## config.mk

```make
export PLATFORM = sky130hd
export DESIGN_NAME = pbus_cmd_chan
export DESIGN_NICKNAME = d
export VERILOG_FILES = /design/src/rtl/pbus_cmd_pkg.sv /design/src/rtl/pbus_cmd_decode.sv /design/src/rtl/pbus_cmd_fsm.sv /design/src/rtl/pbus_cmd_regs.sv /design/src/rtl/pbus_cmd_chan.sv
export SDC_FILE = /design/constraint.sdc
export NUM_CORES = 1
export LEC_CHECK = 0
export ABC_AREA = 1
export BUFFER_PORTS_ARGS = -buffer_cell sky130_fd_sc_hd__buf_4
export CELL_PAD_IN_SITES_DETAIL_PLACEMENT = 1
export CELL_PAD_IN_SITES_GLOBAL_PLACEMENT = 2
export CORE_MARGIN = 2
export CORE_UTILIZATION = 31
export CTS_BUF_LIST = sky130_fd_sc_hd__clkbuf_4 sky130_fd_sc_hd__clkbuf_8 sky130_fd_sc_hd__clkbuf_16
export DETAILED_ROUTE_END_ITERATION = 16
export HOLD_SLACK_MARGIN = 0.06
export PLACE_DENSITY_LB_ADDON = 0.1
export SLEW_MARGIN = 20
export SYNTH_ARGS = -nofsm -noshare
export SYNTH_HDL_FRONTEND = slang
export SYNTH_SLANG_ARGS = --single-unit
```

## constraint.sdc

```tcl
create_clock -name clk -period 3.75 [get_ports clk]
set_input_delay 0.5625 -clock clk [delete_from_list [all_inputs] [get_ports clk]]
set_output_delay 0.5625 -clock clk [all_outputs]
set_load 0.005 [all_outputs]
```

## src/rtl/pbus_cmd_pkg.sv

```systemverilog
package pbus_cmd_pkg;

    localparam int NBYTES  = 8;
    localparam int DATA_W  = NBYTES * 8;
    localparam int BCNT_W  = $clog2(NBYTES);
    localparam int WORD_W  = 32;
    localparam int IDX_W   = 3;

    // host register word indices
    localparam logic [IDX_W-1:0] IDX_CMD  = 3'd0;
    localparam logic [IDX_W-1:0] IDX_CFG  = 3'd1;
    localparam logic [IDX_W-1:0] IDX_STAT = 3'd2;
    localparam logic [IDX_W-1:0] IDX_WL0  = 3'd4;
    localparam logic [IDX_W-1:0] IDX_WL1  = 3'd5;
    localparam logic [IDX_W-1:0] IDX_RL0  = 3'd6;
    localparam logic [IDX_W-1:0] IDX_RL1  = 3'd7;

    typedef enum logic [4:0] {
        OP_XWR_LONG  = 5'd0,
        OP_XRD_LONG  = 5'd1,
        OP_XWR       = 5'd2,
        OP_BUS_RESET = 5'd3,
        OP_SLEEP     = 5'd4,
        OP_SHUTDOWN  = 5'd5,
        OP_WAKE      = 5'd6,
        OP_XRD       = 5'd13,
        OP_WR        = 5'd14,
        OP_RD        = 5'd15,
        OP_ZERO_WR   = 5'd16
    } op_e;

    typedef enum logic [1:0] {
        RSP_OK    = 2'd0,
        RSP_DENY  = 2'd1,
        RSP_LOST  = 2'd2,
        RSP_FAULT = 2'd3
    } rsp_e;

    typedef enum logic [1:0] {
        S_IDLE  = 2'd0,
        S_ISSUE = 2'd1,
        S_WAIT  = 2'd2
    } fsm_e;

    // status values: bit0 done, bit1 failure, bit2 denied, bit3 dropped
    localparam logic [3:0] FLG_OK      = 4'b0001;
    localparam logic [3:0] FLG_FAILED  = 4'b0011;
    localparam logic [3:0] FLG_DENIED  = 4'b0101;
    localparam logic [3:0] FLG_DROPPED = 4'b1001;

endpackage

```

## src/rtl/pbus_cmd_decode.sv

```systemverilog
module pbus_cmd_decode
    import pbus_cmd_pkg::*;
(
    input  logic [WORD_W-1:0] cmd_word,
    output logic [4:0]        opcode,
    output logic [3:0]        slave,
    output logic [15:0]       addr,
    output logic [BCNT_W-1:0] bcnt,
    output logic              op_ok,
    output logic              is_read,
    output logic              is_nondata,
    output logic [DATA_W-1:0] lane_mask
);

    logic              op_known;
    logic              resv_zero;
    logic [BCNT_W-1:0] bcnt_eff;

    assign opcode    = cmd_word[31:27];
    assign slave     = cmd_word[23:20];
    assign addr      = cmd_word[19:4];
    assign bcnt      = cmd_word[2:0];
    assign resv_zero = (cmd_word[26:24] == 3'b000) && !cmd_word[3];

    always_comb begin
        op_known   = 1'b0;
        is_read    = 1'b0;
        is_nondata = 1'b0;
        unique case (opcode)
            OP_XWR_LONG, OP_XWR, OP_WR, OP_ZERO_WR: op_known = 1'b1;
            OP_XRD_LONG, OP_XRD, OP_RD: begin
                op_known = 1'b1;
                is_read  = 1'b1;
            end
            OP_BUS_RESET, OP_SLEEP, OP_SHUTDOWN, OP_WAKE: begin
                op_known   = 1'b1;
                is_nondata = 1'b1;
            end
            default: op_known = 1'b0;
        endcase
    end

    assign op_ok    = op_known && resv_zero;
    assign bcnt_eff = is_nondata ? '0 : bcnt;

    for (genvar g = 0; g < NBYTES; g++) begin : g_lane
        assign lane_mask[g*8 +: 8] =
            (!is_nondata && (g <= int'(bcnt_eff))) ? 8'hFF : 8'h00;
    end

endmodule

```

## src/rtl/pbus_cmd_fsm.sv

```systemverilog
module pbus_cmd_fsm
    import pbus_cmd_pkg::*;
#(
    parameter int TMO_W = 16
) (
    input  logic             clk,
    input  logic             rst_n,
    input  logic             start,
    input  logic             op_ok,
    input  logic             rsp_valid,
    input  logic [1:0]       rsp_code,
    input  logic [TMO_W-1:0] limit,
    output logic             busy,
    output logic             req,
    output logic             fin,
    output logic [3:0]       fin_flags
);

    localparam int CW = TMO_W + 1;

    fsm_e             state_q, state_d;
    logic [TMO_W-1:0] cnt_q;
    logic             expire;

    assign expire = ({1'b0, cnt_q} + CW'(1)) >= {1'b0, limit};

    // state register and wait counter
    always_ff @(posedge clk or negedge rst_n) begin
        if (!rst_n) begin
            state_q <= S_IDLE;
            cnt_q   <= '0;
        end else begin
            state_q <= state_d;
            cnt_q   <= (state_q == S_WAIT) ? cnt_q + TMO_W'(1) : '0;
        end
    end

    // next state
    always_comb begin
        state_d = state_q;
        unique case (state_q)
            S_IDLE:  if (start) state_d = S_ISSUE;
            S_ISSUE: state_d = op_ok ? S_WAIT : S_IDLE;
            S_WAIT:  if (rsp_valid || expire) state_d = S_IDLE;
            default: state_d = S_IDLE;
        endcase
    end

    // outputs
    always_comb begin
        busy      = 1'b1;
        req       = 1'b0;
        fin       = 1'b0;
        fin_flags = 4'b0000;
        unique case (state_q)
            S_IDLE: busy = 1'b0;
            S_ISSUE: begin
                req = op_ok;
                if (!op_ok) begin
                    fin       = 1'b1;
                    fin_flags = FLG_FAILED;
                end
            end
            S_WAIT: begin
                if (rsp_valid) begin
                    fin = 1'b1;
                    unique case (rsp_code)
                        RSP_OK:   fin_flags = FLG_OK;
                        RSP_DENY: fin_flags = FLG_DENIED;
                        RSP_LOST: fin_flags = FLG_DROPPED;
                        default:  fin_flags = FLG_FAILED;
                    endcase
                end else if (expire) begin
                    fin       = 1'b1;
                    fin_flags = FLG_FAILED;
                end
            end
            default: busy = 1'b0;
        endcase
    end

    assert_req_pulse_R1: assert property (@(posedge clk) disable iff (!rst_n)
        req |=> !req);

    assert_expire_ends_R6: assert property (@(posedge clk) disable iff (!rst_n)
        (state_q == S_WAIT && !rsp_valid && expire) |=> (state_q == S_IDLE));

endmodule

```

## src/rtl/pbus_cmd_regs.sv

```systemverilog
module pbus_cmd_regs
    import pbus_cmd_pkg::*;
#(
    parameter int TMO_W     = 16,
    parameter int TMO_RESET = 16
) (
    input  logic              clk,
    input  logic              rst_n,
    input  logic              csr_we,
    input  logic [IDX_W-1:0]  csr_addr,
    input  logic [WORD_W-1:0] csr_wdata,
    output logic [WORD_W-1:0] csr_rdata,
    input  logic              accept,
    input  logic              fin,
    input  logic [3:0]        fin_flags,
    input  logic              rd_load,
    input  logic [DATA_W-1:0] rd_value,
    output logic [WORD_W-1:0] cmd_q,
    output logic [TMO_W-1:0]  limit_q,
    output logic [DATA_W-1:0] wlane_q,
    output logic [DATA_W-1:0] rlane_q,
    output logic [3:0]        stat_q
);

    always_ff @(posedge clk or negedge rst_n) begin
        if (!rst_n) begin
            cmd_q   <= '0;
            limit_q <= TMO_W'(TMO_RESET);
            wlane_q <= '0;
            rlane_q <= '0;
            stat_q  <= '0;
        end else begin
            if (csr_we && csr_addr == IDX_CFG) limit_q <= csr_wdata[TMO_W-1:0];
            if (csr_we && csr_addr == IDX_WL0) wlane_q[31:0]  <= csr_wdata;
            if (csr_we && csr_addr == IDX_WL1) wlane_q[63:32] <= csr_wdata;
            if (accept) begin
                cmd_q   <= csr_wdata;
                stat_q  <= '0;
                rlane_q <= '0;
            end else begin
                if (fin)     stat_q  <= fin_flags;
                if (rd_load) rlane_q <= rd_value;
            end
        end
    end

    always_comb begin
        unique case (csr_addr)
            IDX_CMD:  csr_rdata = cmd_q;
            IDX_CFG:  csr_rdata = WORD_W'(limit_q);
            IDX_STAT: csr_rdata = WORD_W'(stat_q);
            IDX_WL0:  csr_rdata = wlane_q[31:0];
            IDX_WL1:  csr_rdata = wlane_q[63:32];
            IDX_RL0:  csr_rdata = rlane_q[31:0];
            IDX_RL1:  csr_rdata = rlane_q[63:32];
            default:  csr_rdata = '0;
        endcase
    end

endmodule

```

## src/rtl/pbus_cmd_chan.sv

```systemverilog
module pbus_cmd_chan
    import pbus_cmd_pkg::*;
#(
    parameter int TMO_W     = 16,
    parameter int TMO_RESET = 16
) (
    input  logic        clk,
    input  logic        rst_n,
    input  logic        csr_we,
    input  logic [2:0]  csr_addr,
    input  logic [31:0] csr_wdata,
    output logic [31:0] csr_rdata,
    output logic        txn_req,
    output logic [4:0]  txn_opcode,
    output logic [3:0]  txn_slave,
    output logic [15:0] txn_addr,
    output logic [2:0]  txn_bcnt,
    output logic        txn_nondata,
    output logic [63:0] txn_wdata,
    input  logic        rsp_valid,
    input  logic [1:0]  rsp_code,
    input  logic [63:0] rsp_rdata
);

    logic              cmd_we, accept, busy, fin, rd_load;
    logic [3:0]        fin_flags, stat_q;
    logic [WORD_W-1:0] cmd_q;
    logic [TMO_W-1:0]  limit_q;
    logic [DATA_W-1:0] wlane_q, rlane_q, lane_mask;
    logic [4:0]        d_op;
    logic [3:0]        d_slave;
    logic [15:0]       d_addr;
    logic [BCNT_W-1:0] d_bcnt;
    logic              d_ok, d_read, d_nondata;

    assign cmd_we  = csr_we && (csr_addr == IDX_CMD);
    assign accept  = cmd_we && !busy;
    assign rd_load = fin && (fin_flags == FLG_OK) && d_read;

    pbus_cmd_decode u_dec (
        .cmd_word   (cmd_q),
        .opcode     (d_op),
        .slave      (d_slave),
        .addr       (d_addr),
        .bcnt       (d_bcnt),
        .op_ok      (d_ok),
        .is_read    (d_read),
        .is_nondata (d_nondata),
        .lane_mask  (lane_mask)
    );

    pbus_cmd_regs #(.TMO_W(TMO_W), .TMO_RESET(TMO_RESET)) u_regs (
        .clk       (clk),
        .rst_n     (rst_n),
        .csr_we    (csr_we),
        .csr_addr  (csr_addr),
        .csr_wdata (csr_wdata),
        .csr_rdata (csr_rdata),
        .accept    (accept),
        .fin       (fin),
        .fin_flags (fin_flags),
        .rd_load   (rd_load),
        .rd_value  (rsp_rdata & lane_mask),
        .cmd_q     (cmd_q),
        .limit_q   (limit_q),
        .wlane_q   (wlane_q),
        .rlane_q   (rlane_q),
        .stat_q    (stat_q)
    );

    pbus_cmd_fsm #(.TMO_W(TMO_W)) u_fsm (
        .clk       (clk),
        .rst_n     (rst_n),
        .start     (accept),
        .op_ok     (d_ok),
        .rsp_valid (rsp_valid),
        .rsp_code  (rsp_code),
        .limit     (limit_q),
        .busy      (busy),
        .req       (txn_req),
        .fin       (fin),
        .fin_flags (fin_flags)
    );

    assign txn_opcode  = d_op;
    assign txn_slave   = d_slave;
    assign txn_addr    = d_nondata ? '0 : d_addr;
    assign txn_bcnt    = d_nondata ? '0 : d_bcnt;
    assign txn_nondata = d_nondata;
    assign txn_wdata   = wlane_q & lane_mask;

    assert_err_needs_done_R4: assert property (@(posedge clk) disable iff (!rst_n)
        (|stat_q[3:1]) |-> stat_q[0]);

    assert_single_err_R5: assert property (@(posedge clk) disable iff (!rst_n)
        $countones(stat_q[3:1]) <= 1);

    assert_cmd_hold_R7: assert property (@(posedge clk) disable iff (!rst_n)
        (busy && cmd_we) |=> $stable(cmd_q));

    assert_rlane_clear_R3: assert property (@(posedge clk) disable iff (!rst_n)
        busy |-> (rlane_q == '0));

    assert_req_legal_R9: assert property (@(posedge clk) disable iff (!rst_n)
        txn_req |-> d_ok);

endmodule

```

**After elaboration in Yosys (flattened, before gate mapping)**

Cells that the tools add are included.

- Bitwise gates (word level): 2
- Magnitude comparators: 8
- Reduce and logical (&&, ||, !) cells: 32
- Add/subtract/negate cells: 2
- Eq/ne operators: 23
- Mux-type cells: 34

Operator list:

| operator | count |
|---|---|
| one-hot mux 32 bit (7 select lines) | 1 |
| bitwise AND 64 bit | 2 |
| 2-to-1 mux 64 bit | 2 |
| 2-to-1 mux 8 bit | 8 |
| 2-to-1 mux 16 bit | 2 |
| adder 16 x 1 -> 17 bit, second input constant | 1 |
| greater-or-equal comparator 17 x 16 -> 1 bit | 1 |
| adder 16 x 1 -> 16 bit, second input constant | 1 |
| logical AND 1 bit | 16 |
| == test 5 x 3 -> 1 bit, second input constant | 3 |
| == test 5 x 4 -> 1 bit, second input constant | 3 |
| == test 3 bit, second input constant | 4 |
| <= comparator 3 bit, first input constant | 4 |
| 2-to-1 mux 4 bit | 3 |
| one-hot mux 4 bit (3 select lines) | 1 |
| OR reduction 11 bit | 1 |
| == test 5 x 2 -> 1 bit, second input constant | 2 |
| 2-to-1 mux 2 bit | 5 |
| 2-to-1 mux 1 bit | 8 |
| one-hot mux 4 bit (2 select lines) | 1 |
| <= comparator 2 x 3 -> 1 bit, first input constant | 2 |
| logical NOT 3 bit | 2 |
| one-hot mux 2 bit (3 select lines) | 1 |
| == test 5 x 1 -> 1 bit, second input constant | 1 |
| 19 further kinds | 26 |

- Register bits after elaboration: 198
- Bits of input ports: 105
- Logic and storage cells: 109

**Longest topological paths before layout**

- Depth after elaboration: 11
- Mapped depth: 25
- Mapped depth without buffers: 24

**Cells and area by module**

From an unflattened synthesis, not the netlist that was laid out.

- Cells, all modules: 1,770
- Area total of the unflattened synthesis: 12,276.8 µm²

By module, submodules not included:

| module | instances | area an instance (µm²) | cells an instance |
|---|---|---|---|
| pbus_cmd_regs | 1 | 8,748.4 | 1,133 |
| pbus_cmd_fsm | 1 | 1,510.2 | 204 |
| pbus_cmd_chan | 1 | 1,178.6 | 309 |
| pbus_cmd_decode | 1 | 839.6 | 124 |

**Worst setup path after synthesis**

Ideal clock, no wire load.

- Path kind: reg-to-reg
- From: register u_fsm.cnt_q[0]
- To: register u_regs.rlane_q[23]
- Path buffers: 2
- Required time: 3,634 ps
- Library setup time: 116 ps
- Setup slack: 681 ps
- Stages on the path, launching flop included: 23
- Data arrival time: 2,952 ps
- Cell sequence: dfrtp_1 > and3_1 > inv_1 > nor2_1 > nand2_1 > nor3_4 > nand4_1 > nor3_1 > xor2_1 > inv_1 > ha_1 > nand2_1 > inv_1 > nand4_1 > o21ai_0 > nor2_1 > nand2_1 > nand2_1 > nand3_1 > buf_4 > buf_2 > nand3_1 > nand2_1

- Word-level cells in the longest chain between the ends: 9
- Elaborated cells between the ends (all ways): 12
- Those cells by class: 1 x add/sub; 1 x order compare; 1 x eq/ne; 6 x mux; 3 x reduce/logical

RTL lines:

| element | line | text |
|---|---|---|
| from (decl) | pbus_cmd_fsm.sv:22 | `logic [TMO_W-1:0] cnt_q;` |
| from (signal assigned) | pbus_cmd_fsm.sv:34 | `cnt_q <= (state_q == S_WAIT) ? cnt_q + TMO_W'(1) : '0;` |
| adder 16 x 1 -> 17 bit (*) | pbus_cmd_fsm.sv:25 | `assign expire = ({1'b0, cnt_q} + CW'(1)) >= {1'b0, limit};` |
| greater-or-equal comparator 17 x 16 -> 1 bit (*) | pbus_cmd_fsm.sv:25 |  |
| 2-to-1 mux 2 bit | pbus_cmd_fsm.sv:73 | `end else if (expire) begin` |
| 2-to-1 mux 4 bit | pbus_cmd_fsm.sv:65 | `if (rsp_valid) begin` |
| one-hot mux 4 bit (2 select lines) | pbus_cmd_fsm.sv:55 | `unique case (state_q)` |
| == test 4 x 1 -> 1 bit | pbus_cmd_chan.sv:38 | `assign rd_load = fin && (fin_flags == FLG_OK) && d_read;` |
| logical AND 1 bit (*) (2 in series) | pbus_cmd_chan.sv:38 |  |
| nonzero test 2 bit (no line) (*) | - |  |
| to (signal assigned) | pbus_cmd_regs.sv:42 | `if (rd_load) rlane_q <= rd_value;` |
| to (decl) | pbus_cmd_regs.sv:21 | `output logic [DATA_W-1:0] rlane_q,` |

Mark *: on every way between the ends. The rest lies on a longest branch, timed or not.
A chain may end at the register's enable or synchronous reset.

**Worst setup path after layout**

- From: register u_fsm.cnt_q[0]
- To: register u_regs.rlane_q[22]

Same word-level chain as after synthesis.

==> impl_metrics.json <==
{
  "power.leakage_nw": 7.158,
  "worstMarginPinSlew_ns": 0.8284,
  "placementRows": 67,
  "cts_max_path_buffers": 2,
  "synth_commonest_cells": "nand2_1 (383), dfrtp_1 (197), inv_1 (195)",
  "portBuffers": 230,
  "crit_path_start_kind": "flip-flop",
  "path_buf_inv": 3,
  "dr_total_vias": 9947,
  "dieWidth_um": 187.2,
  "core_um2": 33280,
  "final_nets": 1712,
  "total_power_mw": 8.135,
  "clock_latency_ns": 0.45,
  "outcome": "completed",
  "hold_path_class": "primary input to async pin",
  "yosysTopAreaCell": "dfrtp_1",
  "cp_max_fo": 19,
  "dp_hpwl_um": 29870,
  "rsz0062_at_grt": "false",
  "power.density_nw_per_um2": 608.4,
  "p_switching_mw": 3.232,
  "syn_nets": 1502,
  "timing.critical_path.mode_cell": "nand2_1",
  "slew_viol_final": 0,
  "die-area_um2": 35050,
  "synth_cell_types": 40,
  "top_level_ports": 231,
  "p_int_mw": 4.903,
  "clockPowerShare": 0.235,
  "dr.pass1.iters": 4,
  "setup-violations-final": 0,
  "synthFlopType": "dfrtp_1",
  "cts-root-buf": "clkbuf_16",
  "drtIter0Drc": 622,
  "antenna_found_initial": 0,
  "first_global_vias": 10505,
  "crit_type": "flip-flop to flip-flop",
  "cp_top_family": "simple AND/OR/NAND/NOR gates",
  "fin_worst_skew_ns": 0.01806,
  "drt-total-wl_um": 40630,
  "drc_errors": 0,
  "cap_violations": 0,
  "crit_required_ns": 4.14,
  "layout-drive-gt1-share": 0.2044,
  "overflow": 0,
  "ir_worst_vdd_uv": 365.5,
  "ys_seq_area_frac": 0.4763,
  "vias_per_cell": 4.857,
  "ys_seq_elements": 198,
  "gp_congestion": 0.8433,
  "combPwrFrac": 0.391,
  "area_growth_pct": 28.50,
  "avgSynthCellArea_um2": 7.556,
  "critical_path.max_stage_delay_ns": 0.39,
  "finalCritPeriodShare": 0.9113,
  "switching_share": 0.3973,
  "synth_top_cell_area_share": 0.4738,
  "fp.dieH_um": 187.2,
  "maxSlewHeadroom": 0.4458,
  "ys_top_cells_by_area": "dfrtp_1 (47%), nand2_1 (14%), inv_1 (7.0%)",
  "synth-edff-count": 0,
  "antenna_left": 0,
  "crit_path_top_delay_cell": "dfrtp_1",
  "yosysWarnings": 0,
  "p_seq_frac": 0.375,
  "grt_pass1_wl_um": 62340,
  "clock_sinks": 198,
  "syn_area_um2": 10400,
  "grt_max_degree": 90,
  "syn_inst": 1377,
  "routedWlPerCell_um": 19.84,
  "synth_most_common_cell": "nand2_1",
  "end_kind": "flip-flop",
  "min_period_ns": 3.417,
  "n_antenna_cell": 0,
  "ys_async_sr_fraction": 1.000,
  "hold_violations": 0,
  "cp_data_arrival_time_ns": 3.80,
  "cts_tree": "done",
  "hold_ws_ns": 0.1908,
  "gr-usage-all-layers": 0.2337,
  "clk_pin_slew_ns": 0.08,
  "max_freq_mhz": 292.6,
  "start_util": 0.3126,
  "h-tree-depth": 4,
  "numCtsBuffers": 17
}
## area by class of cell
cell class                 instances  area [µm²]
clock buffer                      19       452.9
clock inverter                    13       133.9
fill                            4110       19910
inverter                         201       754.5
multi-input combinational        901        4389
sequential                       198        4956
tap                              448       560.5
timing repair buffer             268        2123
## layer usage
layer,part of all wire,GRT usage,up-vias,routed length (µm)
li1,-,-,4790,-
met1,0.44,0.2977,4922,17840
met2,0.50,0.4052,201,20240
met3,0.040,0.04146,34,1633
met4,0.023,0.06838,0,923
met5,0,0,-,0
## per-stage QoR
stage	util	instances	instance area [µm²]	setup WS, ns	setup TNS [ns]
detailed placement	0.3804	2011	12660	-0.1969	-10.86
global placement	0.3804	2011	12660	-0.1365	-7.548
CTS	0.3988	2044	13270	0.05441	0
finish	0.4017	2048	13370	0.3327	0
floorplan	-	1377	10410	0.6812	0
global route	0.4017	2048	13370	0.004998	0
## power groups by stage
stage	sequential, mW	clock (mW)	combinational, mW
6_report	3.05	1.91	3.18
4_1_cts	3.05	1.95	3.21
3_3_place_gp	3.08	0	3.15
5_1_grt	3.12	2.02	3.57
3_5_place_dp	3.09	0	3.20
2_1_floorplan	2.96	0	1.66
## final timing paths
path / from / endpoint / slack, ns / cells past startpoint
min in group clk: csr_wdata[13] / u_regs.cmd_q[13] / 0.32 / 3
worst min register to register: u_regs.rlane_q[38] / u_regs.rlane_q[38] / 0.48 / 2
worst max-delay path: u_fsm.cnt_q[0] / u_regs.rlane_q[22] / 0.33 / 25
worst max register to register: u_fsm.cnt_q[0] / u_regs.rlane_q[22] / 0.33 / 25
max in group asynchronous: rst_n / u_regs.rlane_q[29] / 2.69 / 2
worst min-delay path: rst_n / u_regs.cmd_q[10] / 0.19 / 1
## state kept, by name, indices dropped and copies added (netlist names)
register and cells:
u_regs.stat_q 4, u_fsm.cnt_q 16, u_regs.rlane_q 64, u_regs.wlane_q 64, u_regs.cmd_q 32, u_regs.limit_q 16
u_fsm.state_q 2
## timing repair
item                                    in CTS  in global routing
gates resized for setup                      4                 12
endpoints found under the setup margin      67                 69
pin swaps                                    1                  2
setup buffers                                1                  3
hold buffers                                 0                  0
cloned                                       0                  1
## cells in the final DEF (no fill, tap or decap), types with 4 or more instances in the layout
| master | count |
|---|---|
| inv_1 | 195 |
| nor3_1 | 9 |
| nand3_1 | 60 |
| o211ai_1 | 7 |
| o221ai_1 | 6 |
| dfrtp_1 | 197 |
| nor3_2 | 5 |
| nand2_1 | 379 |
| inv_2 | 5 |
| inv_6 | 4 |
| nand2_2 | 5 |
| o22ai_1 | 11 |
| buf_12 | 7 |
| ha_1 | 20 |
| a22oi_1 | 24 |
| a21oi_1 | 17 |
| xor2_1 | 6 |
| o21ai_0 | 124 |
| buf_4 | 259 |
| a221oi_1 | 8 |
| nand4_1 | 20 |
| clkbuf_16 | 18 |
| o2111ai_1 | 18 |
| nor2_1 | 158 |
## cells by family (layout without fill, tap and decap cells)
logic type               Yosys count  count (layout)  share of synthesized area
flip-flops                       198             198                     0.4763
AO/OA/AOI/OAI                    224             224                     0.1301
adder cells (fa/ha/maj)           20              20                    0.02405
buffers and inverters            278             501                     0.1105
XOR/XNOR                           8               8                   0.006734
AND/OR/NAND/NOR                  649             649                     0.2523
No activity file was read; power rests on OpenSTA's default activity.
